==> src/rtl/vlid_pkg.sv <==
package vlid_pkg;
  localparam int ADDR_W  = 20;
  localparam int DISP_W  = 12;
  localparam int BYTE_W  = 8;
  localparam int NIB_W   = 4;
  localparam int FLAG_W  = 6;
  localparam int CIDX_W  = 6;
  localparam int LEN_W   = 3;

  typedef enum logic [1:0] {
    CLS_ONE = 2'd0,
    CLS_TWO = 2'd1,
    CLS_MEM = 2'd2
  } op_class_e;

  typedef enum logic [1:0] {
    ST_B0 = 2'd0,
    ST_B1 = 2'd1,
    ST_B2 = 2'd2,
    ST_B3 = 2'd3
  } col_state_e;
endpackage

==> src/rtl/vlid_class_lookup.sv <==
module vlid_class_lookup
  import vlid_pkg::*;
#(
  parameter logic [(1<<CIDX_W)-1:0] ONE_MASK = '0,
  parameter logic [(1<<CIDX_W)-1:0] TWO_MASK = '0
) (
  input  logic [CIDX_W-1:0] idx,
  output op_class_e         cls
);
  localparam int TAB_N = 1 << CIDX_W;

  op_class_e cls_tab [TAB_N];

  // one entry per opcode class index; one-byte marking has priority
  for (genvar k = 0; k < TAB_N; k++) begin : g_tab
    assign cls_tab[k] = ONE_MASK[k] ? CLS_ONE :
                        TWO_MASK[k] ? CLS_TWO : CLS_MEM;
  end

  assign cls = cls_tab[idx];
endmodule

==> src/rtl/vlid_byte_collector.sv <==
module vlid_byte_collector
  import vlid_pkg::*;
(
  input  logic              clk,
  input  logic              rst,
  input  logic              byte_valid,
  input  logic [BYTE_W-1:0] byte_data,
  input  logic [ADDR_W-1:0] pc_in,
  input  op_class_e         cls_in,
  output op_class_e         cls_eff,
  output logic              done,
  output logic [LEN_W-1:0]  len,
  output logic [BYTE_W-1:0] w0,
  output logic [BYTE_W-1:0] w1,
  output logic [BYTE_W-1:0] w2,
  output logic [BYTE_W-1:0] w3,
  output logic [ADDR_W-1:0] start_pc
);
  col_state_e        st;
  op_class_e         cls_q;
  logic [BYTE_W-1:0] b0_q, b1_q, b2_q;
  logic [ADDR_W-1:0] pc_q;
  logic              last;

  // assemble the instruction with the live byte in its slot
  assign w0       = (st == ST_B0) ? byte_data : b0_q;
  assign w1       = (st == ST_B1) ? byte_data : b1_q;
  assign w2       = (st == ST_B2) ? byte_data : b2_q;
  assign w3       = byte_data;
  assign cls_eff  = (st == ST_B0) ? cls_in : cls_q;
  assign start_pc = (st == ST_B0) ? pc_in  : pc_q;

  always_comb begin
    last = 1'b0;
    len  = 3'd1;
    case (st)
      ST_B0: begin last = (cls_in == CLS_ONE); len = 3'd1; end
      ST_B1: begin last = (cls_q == CLS_TWO);  len = 3'd2; end
      ST_B2: begin last = ~b1_q[4];            len = 3'd3; end
      ST_B3: begin last = 1'b1;                len = 3'd4; end
      default: begin last = 1'b1;              len = 3'd1; end
    endcase
  end

  assign done = byte_valid & last;

  always_ff @(posedge clk) begin
    if (rst) begin
      st    <= ST_B0;
      cls_q <= CLS_ONE;
      b0_q  <= '0;
      b1_q  <= '0;
      b2_q  <= '0;
      pc_q  <= '0;
    end else if (byte_valid) begin
      case (st)
        ST_B0: begin
          b0_q  <= byte_data;
          cls_q <= cls_in;
          pc_q  <= pc_in;
          st    <= last ? ST_B0 : ST_B1;
        end
        ST_B1: begin
          b1_q <= byte_data;
          st   <= last ? ST_B0 : ST_B2;
        end
        ST_B2: begin
          b2_q <= byte_data;
          st   <= last ? ST_B0 : ST_B3;
        end
        default: st <= ST_B0;
      endcase
    end
  end

  // the fourth byte is only awaited for a memory form with e set
  a_r4_fourth_needs_e: assert property (@(posedge clk) disable iff (rst)
    (st == ST_B3) |-> (b1_q[4] && cls_q == CLS_MEM));

  // idle cycles leave the collection state untouched
  a_r10_idle_holds: assert property (@(posedge clk) disable iff (rst)
    !byte_valid |=> $stable(st));
endmodule

==> src/rtl/vlid_target_calc.sv <==
module vlid_target_calc
  import vlid_pkg::*;
(
  input  logic              is_long,
  input  logic              fx,
  input  logic              fb,
  input  logic              fp,
  input  logic [ADDR_W-1:0] field,
  input  logic [ADDR_W-1:0] next_pc,
  input  logic [ADDR_W-1:0] base_val,
  input  logic [ADDR_W-1:0] index_val,
  output logic [ADDR_W-1:0] target,
  output logic              illegal
);
  localparam int EXT_W = ADDR_W - DISP_W;

  logic              pc_rel, base_rel;
  logic [ADDR_W-1:0] anchor, offset, idx_term;

  assign pc_rel   = fp & ~fb;
  assign base_rel = fb & ~fp;

  always_comb begin
    if (pc_rel && !is_long)
      offset = {{EXT_W{field[DISP_W-1]}}, field[DISP_W-1:0]};
    else
      offset = field;
    if (base_rel)
      anchor = base_val;
    else if (pc_rel)
      anchor = next_pc;
    else
      anchor = '0;
  end

  assign idx_term = fx ? index_val : '0;
  assign target   = anchor + offset + idx_term;
  assign illegal  = fb & fp;
endmodule

==> src/rtl/vlid_decoder.sv <==
module vlid_decoder
  import vlid_pkg::*;
#(
  parameter logic [63:0] ONE_MASK = 64'h000F_0000_0000_0000,
  parameter logic [63:0] TWO_MASK = 64'h0000_FFF0_0000_0000
) (
  input  logic              clk,
  input  logic              rst,
  input  logic              byte_valid,
  input  logic [7:0]        byte_data,
  input  logic [19:0]       pc_in,
  input  logic [19:0]       base_val,
  input  logic [19:0]       index_val,
  output logic              out_valid,
  output logic [2:0]        out_len,
  output logic [7:0]        out_opcode,
  output logic [3:0]        out_r1,
  output logic [3:0]        out_r2,
  output logic [5:0]        out_flags,
  output logic [19:0]       out_field,
  output logic [19:0]       out_target,
  output logic              out_illegal,
  output logic              out_memref
);
  localparam int PAD_W = ADDR_W - DISP_W;
  localparam int LPAD  = ADDR_W - LEN_W;

  op_class_e         cls_first, cls_eff;
  logic              done;
  logic [LEN_W-1:0]  len;
  logic [BYTE_W-1:0] w0, w1, w2, w3;
  logic [ADDR_W-1:0] start_pc, next_pc, field, calc_target;
  logic              calc_illegal, is_mem, is_two, is_long;
  logic [FLAG_W-1:0] flags;
  logic [BYTE_W-1:0] opcode;
  logic [NIB_W-1:0]  r1, r2;

  vlid_class_lookup #(.ONE_MASK(ONE_MASK), .TWO_MASK(TWO_MASK)) u_lookup (
    .idx (w0[7:2]),
    .cls (cls_first)
  );

  vlid_byte_collector u_collect (
    .clk        (clk),
    .rst        (rst),
    .byte_valid (byte_valid),
    .byte_data  (byte_data),
    .pc_in      (pc_in),
    .cls_in     (cls_first),
    .cls_eff    (cls_eff),
    .done       (done),
    .len        (len),
    .w0         (w0),
    .w1         (w1),
    .w2         (w2),
    .w3         (w3),
    .start_pc   (start_pc)
  );

  assign is_mem  = (cls_eff == CLS_MEM);
  assign is_two  = (cls_eff == CLS_TWO);
  assign is_long = is_mem & (len == 3'd4);
  assign next_pc = start_pc + {{LPAD{1'b0}}, len};

  always_comb begin
    if (is_long)
      field = {w1[3:0], w2, w3};
    else if (is_mem)
      field = {{PAD_W{1'b0}}, w1[3:0], w2};
    else
      field = '0;
  end

  assign flags  = is_mem ? {w0[1:0], w1[7:4]} : '0;
  assign opcode = is_mem ? {w0[7:2], 2'b00} : w0;
  assign r1     = is_two ? w1[7:4] : '0;
  assign r2     = is_two ? w1[3:0] : '0;

  vlid_target_calc u_target (
    .is_long   (is_long),
    .fx        (w1[7]),
    .fb        (w1[6]),
    .fp        (w1[5]),
    .field     (field),
    .next_pc   (next_pc),
    .base_val  (base_val),
    .index_val (index_val),
    .target    (calc_target),
    .illegal   (calc_illegal)
  );

  always_ff @(posedge clk) begin
    if (rst) begin
      out_valid   <= 1'b0;
      out_len     <= '0;
      out_opcode  <= '0;
      out_r1      <= '0;
      out_r2      <= '0;
      out_flags   <= '0;
      out_field   <= '0;
      out_target  <= '0;
      out_illegal <= 1'b0;
      out_memref  <= 1'b0;
    end else begin
      out_valid <= done;
      if (done) begin
        out_len     <= len;
        out_opcode  <= opcode;
        out_r1      <= r1;
        out_r2      <= r2;
        out_flags   <= flags;
        out_field   <= field;
        out_target  <= is_mem ? calc_target : '0;
        out_illegal <= is_mem & calc_illegal;
        out_memref  <= is_mem;
      end
    end
  end

  // a result only follows an edge that took a byte
  a_r10_valid_after_byte: assert property (@(posedge clk) disable iff (rst)
    out_valid |-> $past(byte_valid));

  // a four-byte result always carries e and is a memory form
  a_r4_long_has_e: assert property (@(posedge clk) disable iff (rst)
    (out_valid && out_len == 3'd4) |-> (out_flags[0] && out_memref));

  // the illegal flag only appears with both b and p set
  a_r9_illegal_flags: assert property (@(posedge clk) disable iff (rst)
    (out_valid && out_illegal) |-> (out_flags[2] && out_flags[1]));

  // unindexed direct long form targets its own field
  a_r5_direct_long: assert property (@(posedge clk) disable iff (rst)
    (out_valid && out_len == 3'd4 && out_flags[3:1] == 3'b000) |-> (out_target == out_field));

  // short forms produce no target
  a_r2_short_no_target: assert property (@(posedge clk) disable iff (rst)
    (out_valid && out_len < 3'd3) |-> (out_target == '0 && !out_memref));
endmodule

==> config.mk <==
export PLATFORM = sky130hd
export DESIGN_NAME = vlid_decoder
export DESIGN_NICKNAME = d
export VERILOG_FILES = /design/src/rtl/vlid_pkg.sv /design/src/rtl/vlid_class_lookup.sv /design/src/rtl/vlid_byte_collector.sv /design/src/rtl/vlid_target_calc.sv /design/src/rtl/vlid_decoder.sv
export SDC_FILE = /design/constraint.sdc
export NUM_CORES = 1
export LEC_CHECK = 0
export ABC_CLOCK_PERIOD_IN_PS = 6000
export BUFFER_PORTS_ARGS = -buffer_cell sky130_fd_sc_hd__buf_4
export CELL_PAD_IN_SITES_DETAIL_PLACEMENT = 1
export CELL_PAD_IN_SITES_GLOBAL_PLACEMENT = 1
export CORE_ASPECT_RATIO = 0.5
export CORE_MARGIN = 2
export CORE_UTILIZATION = 37
export CTS_CLUSTER_DIAMETER = 80
export DETAILED_ROUTE_END_ITERATION = 10
export PLACE_DENSITY_LB_ADDON = 0.1
export SLEW_MARGIN = 20
export SYNTH_ARGS = -nofsm -noshare
export SYNTH_HDL_FRONTEND = slang
export SYNTH_SLANG_ARGS = --single-unit
==> constraint.sdc <==
create_clock -name clk -period 6 [get_ports clk]
set_input_delay 0.9 -clock clk [delete_from_list [all_inputs] [get_ports clk]]
set_output_delay 0.9 -clock clk [all_outputs]
set_load 0.02 [all_outputs]
==> run metrics, run 1 <==
final setup fails 0; Worst Skew approximately 0.011 ns; critical path required time ~6.3 ns; critical-path cell list inv_1 > ha_1 > mux2i_1 > nor2b_1 > buf_4 > a22oi_1 > fa_1 > inv_1 > ha_1 > fa_1 > a21o_1 > a21o_1 > a21o_1 > o22a_1 > a31oi_1 > a31oi_1 > xnor2_1 > a22o_1; Die W roughly 200 um; hold path endpoint out_target[3]; max_slew headroom between 30% and 40%; Unique masters post-synth 56; Critical Path Start Type flip-flop; # IOs about 140; register area share after synthesis 33.4%; first-pass GRT wire length 37.1 mm; Overflow after GRT 0; async set-reset flop share out of synthesis 0%; core footprint approximately 18000 um^2; Avg Synthesized Cell Area roughly 8 um^2; unrepaired setup endpoints after global routing false; Cells after Synth 867; worst skew pair latency around 0.42 ns; Fin. Hold Viols 0; top_reg_cell synth dfxtp_1; min-delay src out_target[3]; Least-Margin Pin Slew 1.02 ns; most frequent cells in the layout buf_4, nor2_1, dfxtp_1; DR WL/cell 19.1 um; overall routing resource usage approximately a quarter; DIE AREA 19900 um^2; Root Driver clkbuf_16; top post-synthesis cells by area dfxtp_1, nor2_1, fa_1; Synth Register Bits approximately 120; Bufs on Longest Clock Path 2; Worst path slowest cell ha_1; CTS tree built; Hold WS approximately 0.45 ns; worst vdd ir roughly 0.22 mV; largest net degree at the start of global routing 91; Final Core Density around 47%; Reg2Reg Setup Slack ~0.6 ns; reg-to-reg endpoint out_target[19]; most frequent CP cell a21o_1; CTS clock-pin slew for the worst setup and hold paths around 0.060 ns; ANT cells 0; CTS hold repair buffers 0; initial core utilization approximately 38%; number of global-route vias before repair 6733; total negative slack 0 ns; Worst Setup End Kind flip-flop; number of setup buffers added after CTS 0; DRT Pass-1 Iters 4; Seq. cell area between 2000 and 2500 um^2; max frequency between 0.15 and 0.2 GHz; # DRC 0; worst r2r src u_collect.st[1]; ANT nets after route 0; GP Congestion approximately 0.86; proportion of layout cells with a drive suffix above 1 20.6%; WP data arrival roughly 5.7 ns; HP Class reg2reg; synth warn 0; CTS H-tree depth 4; die height 101 um; Period minus WS final 5.41 ns; # resized after CTS 0; hold path cells 2; dominant cell type by area after synthesis dfxtp_1; worst-path fanout max 22; initial antenna violation count 0; status completed; initial DRC count roughly 400; crit path from u_collect.st[1]; vias per std cell ~5.4; leak pwr around 3.8 nW; commonest non-fill, non-tap cell in the layout buf_4; filler cell count around 2200; area of the multi-input gates between 4000 and 5000 um^2; Worst R2R Path Depth 18; max_cap viols 0; Routed Wire Length between 20 and 25 mm; Final Cycle Share 90.1%; power per cell area 266 nW/um^2; max-slew violations 0; number of synthesized flops with an enable pin 0; Netlist Area Pre-Place 6940 um^2; PortBufs approximately 140; syn nets about 990; Area Overhead vs Synth 25.6%; CTS sink count approximately 120; detailed-route via count 6582; HPWL Detailed 17.7 mm; Total Power about 2.3 mW; Final nets 1095; CTS buffer count 17; # rows 35; crit-path max cell delay about 0.60 ns; worst setup path category reg2reg; post-synth top area share 33.4%
stage by stage:
stage | instances | area, um^2 | setup WS [ns]
floorplan | 867 | 6940 | 0.407
global placement | 1198 | 8150 | 0.584
global route | 1230 | 8720 | 0.191
detailed placement | 1198 | 8150 | 0.449
finish | 1230 | 8720 | 0.594
CTS | 1230 | 8710 | 0.576
cell type report:
| class | count | area share, % |
|---|---|---|
| flip-flops and latches | 116 | 26.6 |
| inverters | 48 | 2.07 |
| clock buffers | 17 | 4.88 |
| well taps | 240 | 3.44 |
| clock inverters | 15 | 1.52 |
| multi-input cells | 643 | 48.5 |
| repair buffers | 151 | 13.0 |
sequential cells by signal, indices dropped and copies added, names as in the netlist, 6 cells and up:
signal,cells
u_collect.b1_q,8
out_opcode,8
out_flags,6
u_collect.pc_q,20
out_target,20
u_collect.b2_q,8
out_field,20
u_collect.b0_q,8
worst max path at each step:
stage                          end  cells past startpoint
floorplan           out_target[18]                     26
global placement    out_target[18]                     16
detailed placement  out_target[18]                     16
CTS                 out_target[18]                     21
global route        out_target[18]                     21
finish              out_target[19]                     18
metal layers:
| metal | track usage (%) | vias to the layer above | share of wire [%] |
|---|---|---|---|
| met2 | 38.6 | 157 | 44 |
| met4 | 4.45 | 0 | 0.71 |
| met1 | 34.6 | 3219 | 50 |
| met3 | 5.85 | 10 | 5.8 |
| met5 | 0 | - | 0 |
| li1 | - | 3196 | - |
Yosys cell counts (13+ instances only):
library cell	instances
clkbuf_1	51
nand2_1	107
o21ai_0	19
xnor2_1	19
xor2_1	13
nor2_1	126
a211oi_1	30
nor3_1	23
ha_1	26
nand3_1	21
mux2i_1	40
fa_1	21
dfxtp_1	116
a21oi_1	80
inv_1	48
a22oi_1	25
a21o_1	16
logic make-up (layout without fill, tap and decap cells):
family	count (synthesis)	count (layout)	synth area share (%)
compound gates	205	205	19.2
xor+xnor	32	32	4.04
fa+ha+maj	47	47	10.7
buf+inv	108	231	6.09
flops	116	116	33.4
mux	49	49	7.26
simple gates	310	310	19.2
worst max-delay path, delay by kind of cell (launching register included):
family                     cells  cell delay [ns]
AOI/OAI and AO/OA              8             1.77
xor gates and xnor gates       1             0.16
adders and majority gates      4             1.74
buffers and inverters          3             0.46
DFF                            1             0.36
muxes                          1             0.53
and+or+nand+nor                1             0.29
where the power goes:
| group | internal [mW] | switching [mW] | leakage (nW) | total (mW) |
|---|---|---|---|---|
| Sequential | 0.798 | 0.0174 | 0.943 | 0.815 |
| Clock | 0.572 | 0.408 | 0.278 | 0.979 |
| Combinational | 0.201 | 0.323 | 2.60 | 0.524 |
| Total | 1.57 | 0.748 | 3.82 | 2.32 |
(Power assumes the default switching activity.)
==> inputs of run 2 (changes only) <==
--- a/config.mk
+++ b/config.mk
@@ -5,7 +5,7 @@
 export SDC_FILE = /design/constraint.sdc
 export NUM_CORES = 1
 export LEC_CHECK = 0
-export ABC_CLOCK_PERIOD_IN_PS = 6000
+export ABC_CLOCK_PERIOD_IN_PS = 4590
 export BUFFER_PORTS_ARGS = -buffer_cell sky130_fd_sc_hd__buf_4
 export CELL_PAD_IN_SITES_DETAIL_PLACEMENT = 1
 export CELL_PAD_IN_SITES_GLOBAL_PLACEMENT = 1
==> constraint.sdc (replaced) <==
create_clock -name clk -period 4.59 [get_ports clk]
set_input_delay 0.6885 -clock clk [delete_from_list [all_inputs] [get_ports clk]]
set_output_delay 0.6885 -clock clk [all_outputs]
set_load 0.02 [all_outputs]
==> run metrics, run 2 (synthesized netlist as in run 1, its figures left out) <==
combinational cell fraction of total power 26.3% (was 22.6%); Bufs on Longest Clock Path 2 (unchanged); final non-filler cell total 1292 (was 1230); vias per std cell 5.39 (was 5.35); ANT cells 0 (unchanged); Finished Cell Area 9690 um^2 (was 8720 um^2); # DRC 0 (unchanged); HPWL Detailed 19.0 mm (was 17.7 mm); post-placement cell count 1256 (was 1198); Clock Power Share 42.4% (was 42.2%); proportion of layout cells with a drive suffix above 1 30.9% (was 20.6%); largest net degree at the start of global routing 73 (was 91); leak pwr 4.18 nW (was 3.82 nW); CTS tree built (unchanged); Top Layer Used met4 (unchanged); worst setup path category reg2reg (unchanged); pre-CTS setup slack -0.229 ns (was 0.449 ns); die height 101 um (unchanged); status completed (unchanged); DRT Pass-1 Iters 5 (was 4); Routed Wire Length 25.8 mm (was 23.5 mm); detailed-route via count 6959 (was 6582); met3 routed WL 1.33 mm (was 1.36 mm); CTS buffer count 17 (unchanged); CTS H-tree depth 4 (unchanged); Final nets 1159 (was 1095); overall routing resource usage 26.0% (was 24.6%); critical-path cell list inv_4 > ha_4 > mux2_4 > ha_4 > inv_2 > fa_2 > nand2b_4 > a21oi_4 > nand3_2 > or3_4 > nor3_2 > xnor2_1 > a22oi_2 > fa_1 > inv_1 > ha_1 > a21oi_1 > nand2_1 > a31oi_4 > a31oi_1 > xnor2_1 > a22o_1 (was inv_1 > ha_1 > mux2i_1 > nor2b_1 > buf_4 > a22oi_1 > fa_1 > inv_1 > ha_1 > fa_1 > a21o_1 > a21o_1 > a21o_1 > o22a_1 > a31oi_1 > a31oi_1 > xnor2_1 > a22o_1); number of global-route vias before repair 7092 (was 6733); Worst Skew 0.0115 ns (was 0.0111 ns); core footprint 18400 um^2 (unchanged); critical path required time 4.90 ns (was 6.31 ns); Crit path max-delay family adder cells (was compound AO/OA/AOI/OAI gates); ANT nets after route 0 (unchanged); P_int 2.38 mW (was 1.57 mW); Final Cycle Share 99.3% (was 90.1%); Worst R2R Path Depth 22 (was 18); Fin. Hold Viols 0 (unchanged); WP data arrival 4.87 ns (was 5.71 ns); HP Class reg2reg (unchanged); GP Congestion 0.926 (was 0.858); DR WL/cell 19.9 um (was 19.1 um); Reg power frac 31.3% (was 35.2%); Worst Setup End Kind flip-flop (unchanged); final setup fails 0 (unchanged); max_slew headroom 37.5% (was 31.8%); initial DRC count 329 (was 393); Critical Path Start Type flip-flop (unchanged); max_cap viols 0 (unchanged); worst path bufs/invs 3 (unchanged); most frequent cells in the layout buf_4, nor2_1, dfxtp_1 (unchanged); worst-path fanout max 6 (was 22); DIE AREA 19900 um^2 (unchanged); CTS hold repair buffers 0 (unchanged); Worst path slowest cell fa_1 (was ha_1); power per cell area 352 nW/um^2 (was 266 nW/um^2); metal2 WL 11.6 mm (was 10.3 mm); sw frac 30.2% (was 32.3%); unrepaired setup endpoints after global routing true (was false); Psw 1.03 mW (was 748 uW); Die W 198 um (unchanged); Post-DP Area 8710 um^2 (was 8150 um^2); PortBufs 138 (unchanged); Root Driver clkbuf_16 (unchanged); initial core utilization 37.7% (unchanged); Crit path depth 22 (was 18); Met1 Wirelength 12.5 mm (was 11.8 mm); Least-Margin Pin Slew 0.912 ns (was 1.02 ns); Period minus WS final 4.56 ns (was 5.41 ns); hold path cells 2 (unchanged); Area Overhead vs Synth 39.6% (was 25.6%); initial antenna violation count 0 (unchanged); filler cell count 2182 (was 2236); CTS sink count 116 (unchanged); crit-path max cell delay 0.49 ns (was 0.60 ns); Total Power 3.41 mW (was 2.32 mW); worst skew pair latency 0.43 ns (was 0.42 ns); CTS clock-pin slew for the worst setup and hold paths 0.06 ns (about the same); worst vdd ir 0.296 mV (was 0.216 mV); # rows 35 (unchanged); final worst slack 0.0330 ns (was 0.594 ns); largest registers out_field: 20 flops, out_target: 20 flops, u_collect.pc_q: 20 flops (unchanged); commonest non-fill, non-tap cell in the layout buf_4 (unchanged); Overflow after GRT 0 (unchanged); first-pass GRT wire length 39.0 mm (was 37.1 mm); # IOs 139 (unchanged); max-slew violations 0 (unchanged); max frequency 0.219 GHz (was 0.185 GHz)
-- run 2: cell types whose count changed in the layout (fill, tap and decap cells not counted), moves of 4 or more --
cell,before,now
o21ai_0,19,15
clkinv_2,5,1
buf_4,151,212
a22oi_2,0,8
nand3_1,21,17
inv_1,48,42
a22oi_1,25,17
ha_4,0,8
ha_1,25,15
inv_2,0,5
nor2_2,0,4
nor2_1,126,120
-- run 2: what timing repair did --
item / in CTS / in global routing
pin swaps: 13 / 24
endpoints found under the setup margin: 8 / 12
gates resized for setup: 21 / 42
buffers inserted: 4 / 3
-- run 2: worst paths after layout --
path / slack (ns) / startpoint / endpoint
worst max register to register: 0.03 / u_collect.st[1] / out_target[19]
worst min-delay path: 0.46 / u_collect.b0_q[7] / u_collect.b0_q[7]
worst min register to register: 0.46 / u_collect.b0_q[7] / u_collect.b0_q[7]
worst max-delay path: 0.03 / u_collect.st[1] / out_target[19]
-- run 2: power by group through the flow --
stage	clock network [mW]	registers, mW	logic (mW)
3_3_place_gp	0	1.09	0.786
4_1_cts	1.47	1.07	0.840
6_report	1.45	1.07	0.899
3_5_place_dp	0	1.09	0.806
2_1_floorplan	0	1.09	0.494
5_1_grt	1.51	1.07	0.976
-- run 2: worst register-to-register path, delay by kind of cell, from the launching register on --
family	cells	cell delay (ns)
flip-flops	1	0.36
AND/OR/NAND/NOR	5	1.03
AO/OA/AOI/OAI	6	0.91
buffers and inverters	3	0.12
adder cells (fa/ha/maj)	5	1.48
XOR/XNOR	2	0.31
multiplexers	1	0.23
-- run 2: layer usage --
metal / track usage [%] / up-vias
met5: 0 / -
met4: 6.82 / 0
met3: 5.32 / 21
met2: 41.4 / 149
met1: 36.1 / 3480
li1: - / 3309
-- run 2: area by class of cell --
type | instances | area, um^2 | share of cell area (%)
clock inverters | 8 | 150 | 1.55
repair buffers | 215 | 1630 | 16.8
inverters | 48 | 183 | 1.89
flip-flops and latches | 116 | 2330 | 24.0
multi-input cells | 643 | 4630 | 47.7
well taps | 240 | 300 | 3.10
clock buffers | 22 | 474 | 4.89
-- run 2: stage by stage --
step	hold slack (ns)	util [%]	setup TNS (ns)
global placement	0.442	47.3	-0.588
detailed placement	0.450	47.3	-1.33
CTS	0.459	51.5	0
global route	0.476	52.7	-0.958
floorplan	0.436	-	-1.46
finish	0.456	52.7	0
==> inputs of run 3 (changes only) <==
--- a/config.mk
+++ b/config.mk
@@ -14,7 +14,7 @@
 export CORE_UTILIZATION = 37
 export CTS_CLUSTER_DIAMETER = 80
 export DETAILED_ROUTE_END_ITERATION = 10
-export PLACE_DENSITY_LB_ADDON = 0.1
+export PLACE_DENSITY_LB_ADDON = 0.25
 export SLEW_MARGIN = 20
 export SYNTH_ARGS = -nofsm -noshare
 export SYNTH_HDL_FRONTEND = slang
==> run metrics, run 3 (synthesized netlist as in run 1, its figures left out) <==
status complete, but fails checks (was completed); failing checks negative setup slack; CTS H-tree depth 4 (unchanged); reg-to-reg endpoint out_target[18] (was out_target[19]); WP data arrival 4.95 ns (was 4.87 ns); GP Congestion 0.983 (was 0.926); commonest non-fill, non-tap cell in the layout buf_4 (unchanged); core footprint 18400 um^2 (unchanged); CTS sink count 116 (unchanged); vias per std cell 5.42 (was 5.39); detailed-route via count 7003 (was 6959); Worst Setup End Kind flip-flop (unchanged); worst r2r src u_collect.st[1] (unchanged); unrepaired setup endpoints after global routing true (unchanged); critical-path cell list inv_2 > ha_4 > mux2_4 > ha_4 > inv_2 > fa_2 > nand2b_4 > a21oi_4 > nand3_2 > or3_4 > xor2_2 > a22oi_2 > fa_1 > inv_2 > ha_4 > nand3_4 > nor2_2 > a211o_1 > a221oi_2 > buf_4 > o311ai_2 > xor2_1 > a22o_1 (was inv_4 > ha_4 > mux2_4 > ha_4 > inv_2 > fa_2 > nand2b_4 > a21oi_4 > nand3_2 > or3_4 > nor3_2 > xnor2_1 > a22oi_2 > fa_1 > inv_1 > ha_1 > a21oi_1 > nand2_1 > a31oi_4 > a31oi_1 > xnor2_1 > a22o_1); critical path required time 4.92 ns (was 4.90 ns); largest net degree at the start of global routing 72 (was 73); Period minus WS final 4.62 ns (was 4.56 ns); crit path from u_collect.st[1] (unchanged); max frequency 0.216 GHz (was 0.219 GHz); leak pwr 4.17 nW (was 4.18 nW); max-slew violations 0 (unchanged); overall routing resource usage 25.8% (was 26.0%); Crit path max-delay family adder cells (unchanged); Overflow after GRT 0 (unchanged); Root Driver clkbuf_16 (unchanged); Total Power 3.42 mW (was 3.41 mW); CTS buffer count 17 (unchanged); Bufs on Longest Clock Path 2 (unchanged); HPWL Detailed 18.9 mm (was 19.0 mm); total negative slack -0.0297 ns (was 0 ns); CTS tree built (unchanged); worst vdd ir 0.284 mV (was 0.296 mV); Worst R2R Path Depth 23 (was 22); # DRC 0 (unchanged); Crit path depth 23 (was 22); worst-path fanout max 6 (unchanged); Least-Margin Pin Slew 0.780 ns (was 0.912 ns); initial antenna violation count 0 (unchanged); Hold WS 0.457 ns (was 0.456 ns); DIE AREA 19900 um^2 (unchanged); initial core utilization 37.7% (unchanged); # rows 35 (unchanged); worst path bufs/invs 4 (was 3); Area Overhead vs Synth 38.7% (was 39.6%); first-pass GRT wire length 39.1 mm (was 39.0 mm); number of global-route vias before repair 7120 (was 7092); filler cell count 2199 (was 2182); DRT Pass-1 Iters 4 (was 5); # IOs 139 (unchanged); Die W 198 um (unchanged); proportion of layout cells with a drive suffix above 1 30.8% (was 30.9%); worst setup path category reg2reg (unchanged); final worst slack -0.0297 ns (was 0.0330 ns); worst skew pair latency 0.44 ns (was 0.43 ns); Final Cycle Share 101% (was 99.3%); pre-CTS setup slack -0.333 ns (was -0.229 ns); Post-DP Area 8720 um^2 (was 8710 um^2); CTS clock-pin slew for the worst setup and hold paths 0.06 ns (about the same); Final nets 1159 (unchanged); max_cap viols 0 (unchanged); Worst path slowest cell fa_1 (unchanged); max_slew headroom 46.5% (was 37.5%); Critical Path Start Type flip-flop (unchanged); ANT nets after route 0 (unchanged); power per cell area 355 nW/um^2 (was 352 nW/um^2); largest registers out_field: 20 flops, out_target: 20 flops, u_collect.pc_q: 20 flops (unchanged); Fin. Hold Viols 0 (unchanged); final setup fails 1 (was 0); CTS hold repair buffers 0 (unchanged); Reg2Reg Setup Slack -0.03 ns (was 0.03 ns); DR WL/cell 20.0 um (was 19.9 um); Worst Skew 0.0132 ns (was 0.0115 ns); Finished Cell Area 9630 um^2 (was 9690 um^2); most frequent cells in the layout buf_4, nor2_1, dfxtp_1 (unchanged); PortBufs 138 (unchanged); initial DRC count 429 (was 329); Routed Wire Length 25.9 mm (was 25.8 mm); HP Class reg2reg (unchanged); ANT cells 0 (unchanged); crit-path max cell delay 0.46 ns (was 0.49 ns); die height 101 um (unchanged); Worst Setup EP out_target[18] (was out_target[19])
run 3: cell type report:
type / instances / area, um^2 / area share, %
multi-input combinational: 643 / 4580 / 47.5
sequential: 116 / 2320 / 24.1
timing repair buffer: 215 / 1620 / 16.8
clock buffer: 21 / 480 / 4.99
tap: 240 / 300 / 3.12
inverter: 48 / 180 / 1.87
clock inverter: 10 / 145 / 1.51
run 3: per-stage QoR:
step / cells / utilization (%)
floorplan: 867 / -
finish: 1293 / 52.4
detailed placement: 1258 / 47.4
CTS: 1291 / 51.1
global route: 1293 / 52.4
global placement: 1258 / 47.4
run 3: timing repair:
item	CTS	global route
endpoints found under the hold margin	0	0
pin swaps	6	28
gates resized for setup	10	41
setup buffers	2	2
setup endpoints to repair	8	12
run 3: tightest hold or removal path: cells and delay by family (launching register included):
family / cells / cell delay [ns]
flip-flops: 1 / 0.31
AND/OR/NAND/NOR: 1 / 0.05
AO/OA/AOI/OAI: 1 / 0.05
run 3: power breakdown:
group | switching, mW | leakage, nW | internal [mW]
clock network | 0.543 | 0.303 | 0.913
logic | 0.513 | 2.92 | 0.385
registers | 0.0228 | 0.944 | 1.04
total | 1.08 | 4.17 | 2.34
run 3: worst min-delay path by stage:
| stage | start | to | slack [ns] | cells past startpoint |
|---|---|---|---|---|
| 2_1_floorplan | u_collect.b0_q[2] | u_collect.b0_q[2] | 0.44 | 2 |
| 3_3_place_gp | u_collect.pc_q[17] | u_collect.pc_q[17] | 0.44 | 2 |
| 3_5_place_dp | u_collect.pc_q[17] | u_collect.pc_q[17] | 0.45 | 2 |
| 4_1_cts | u_collect.pc_q[17] | u_collect.pc_q[17] | 0.46 | 2 |
| 5_1_grt | out_target[5] | out_target[5] | 0.48 | 2 |
| 6_report | u_collect.pc_q[17] | u_collect.pc_q[17] | 0.46 | 2 |
run 3: metal layers:
layer	track usage [%]	wire, um	part of all wire, %
met1	35.5	12500	48
met4	7.69	418	1.6
met5	0	0	0
met2	41.0	11800	45
met3	5.45	1250	4.8
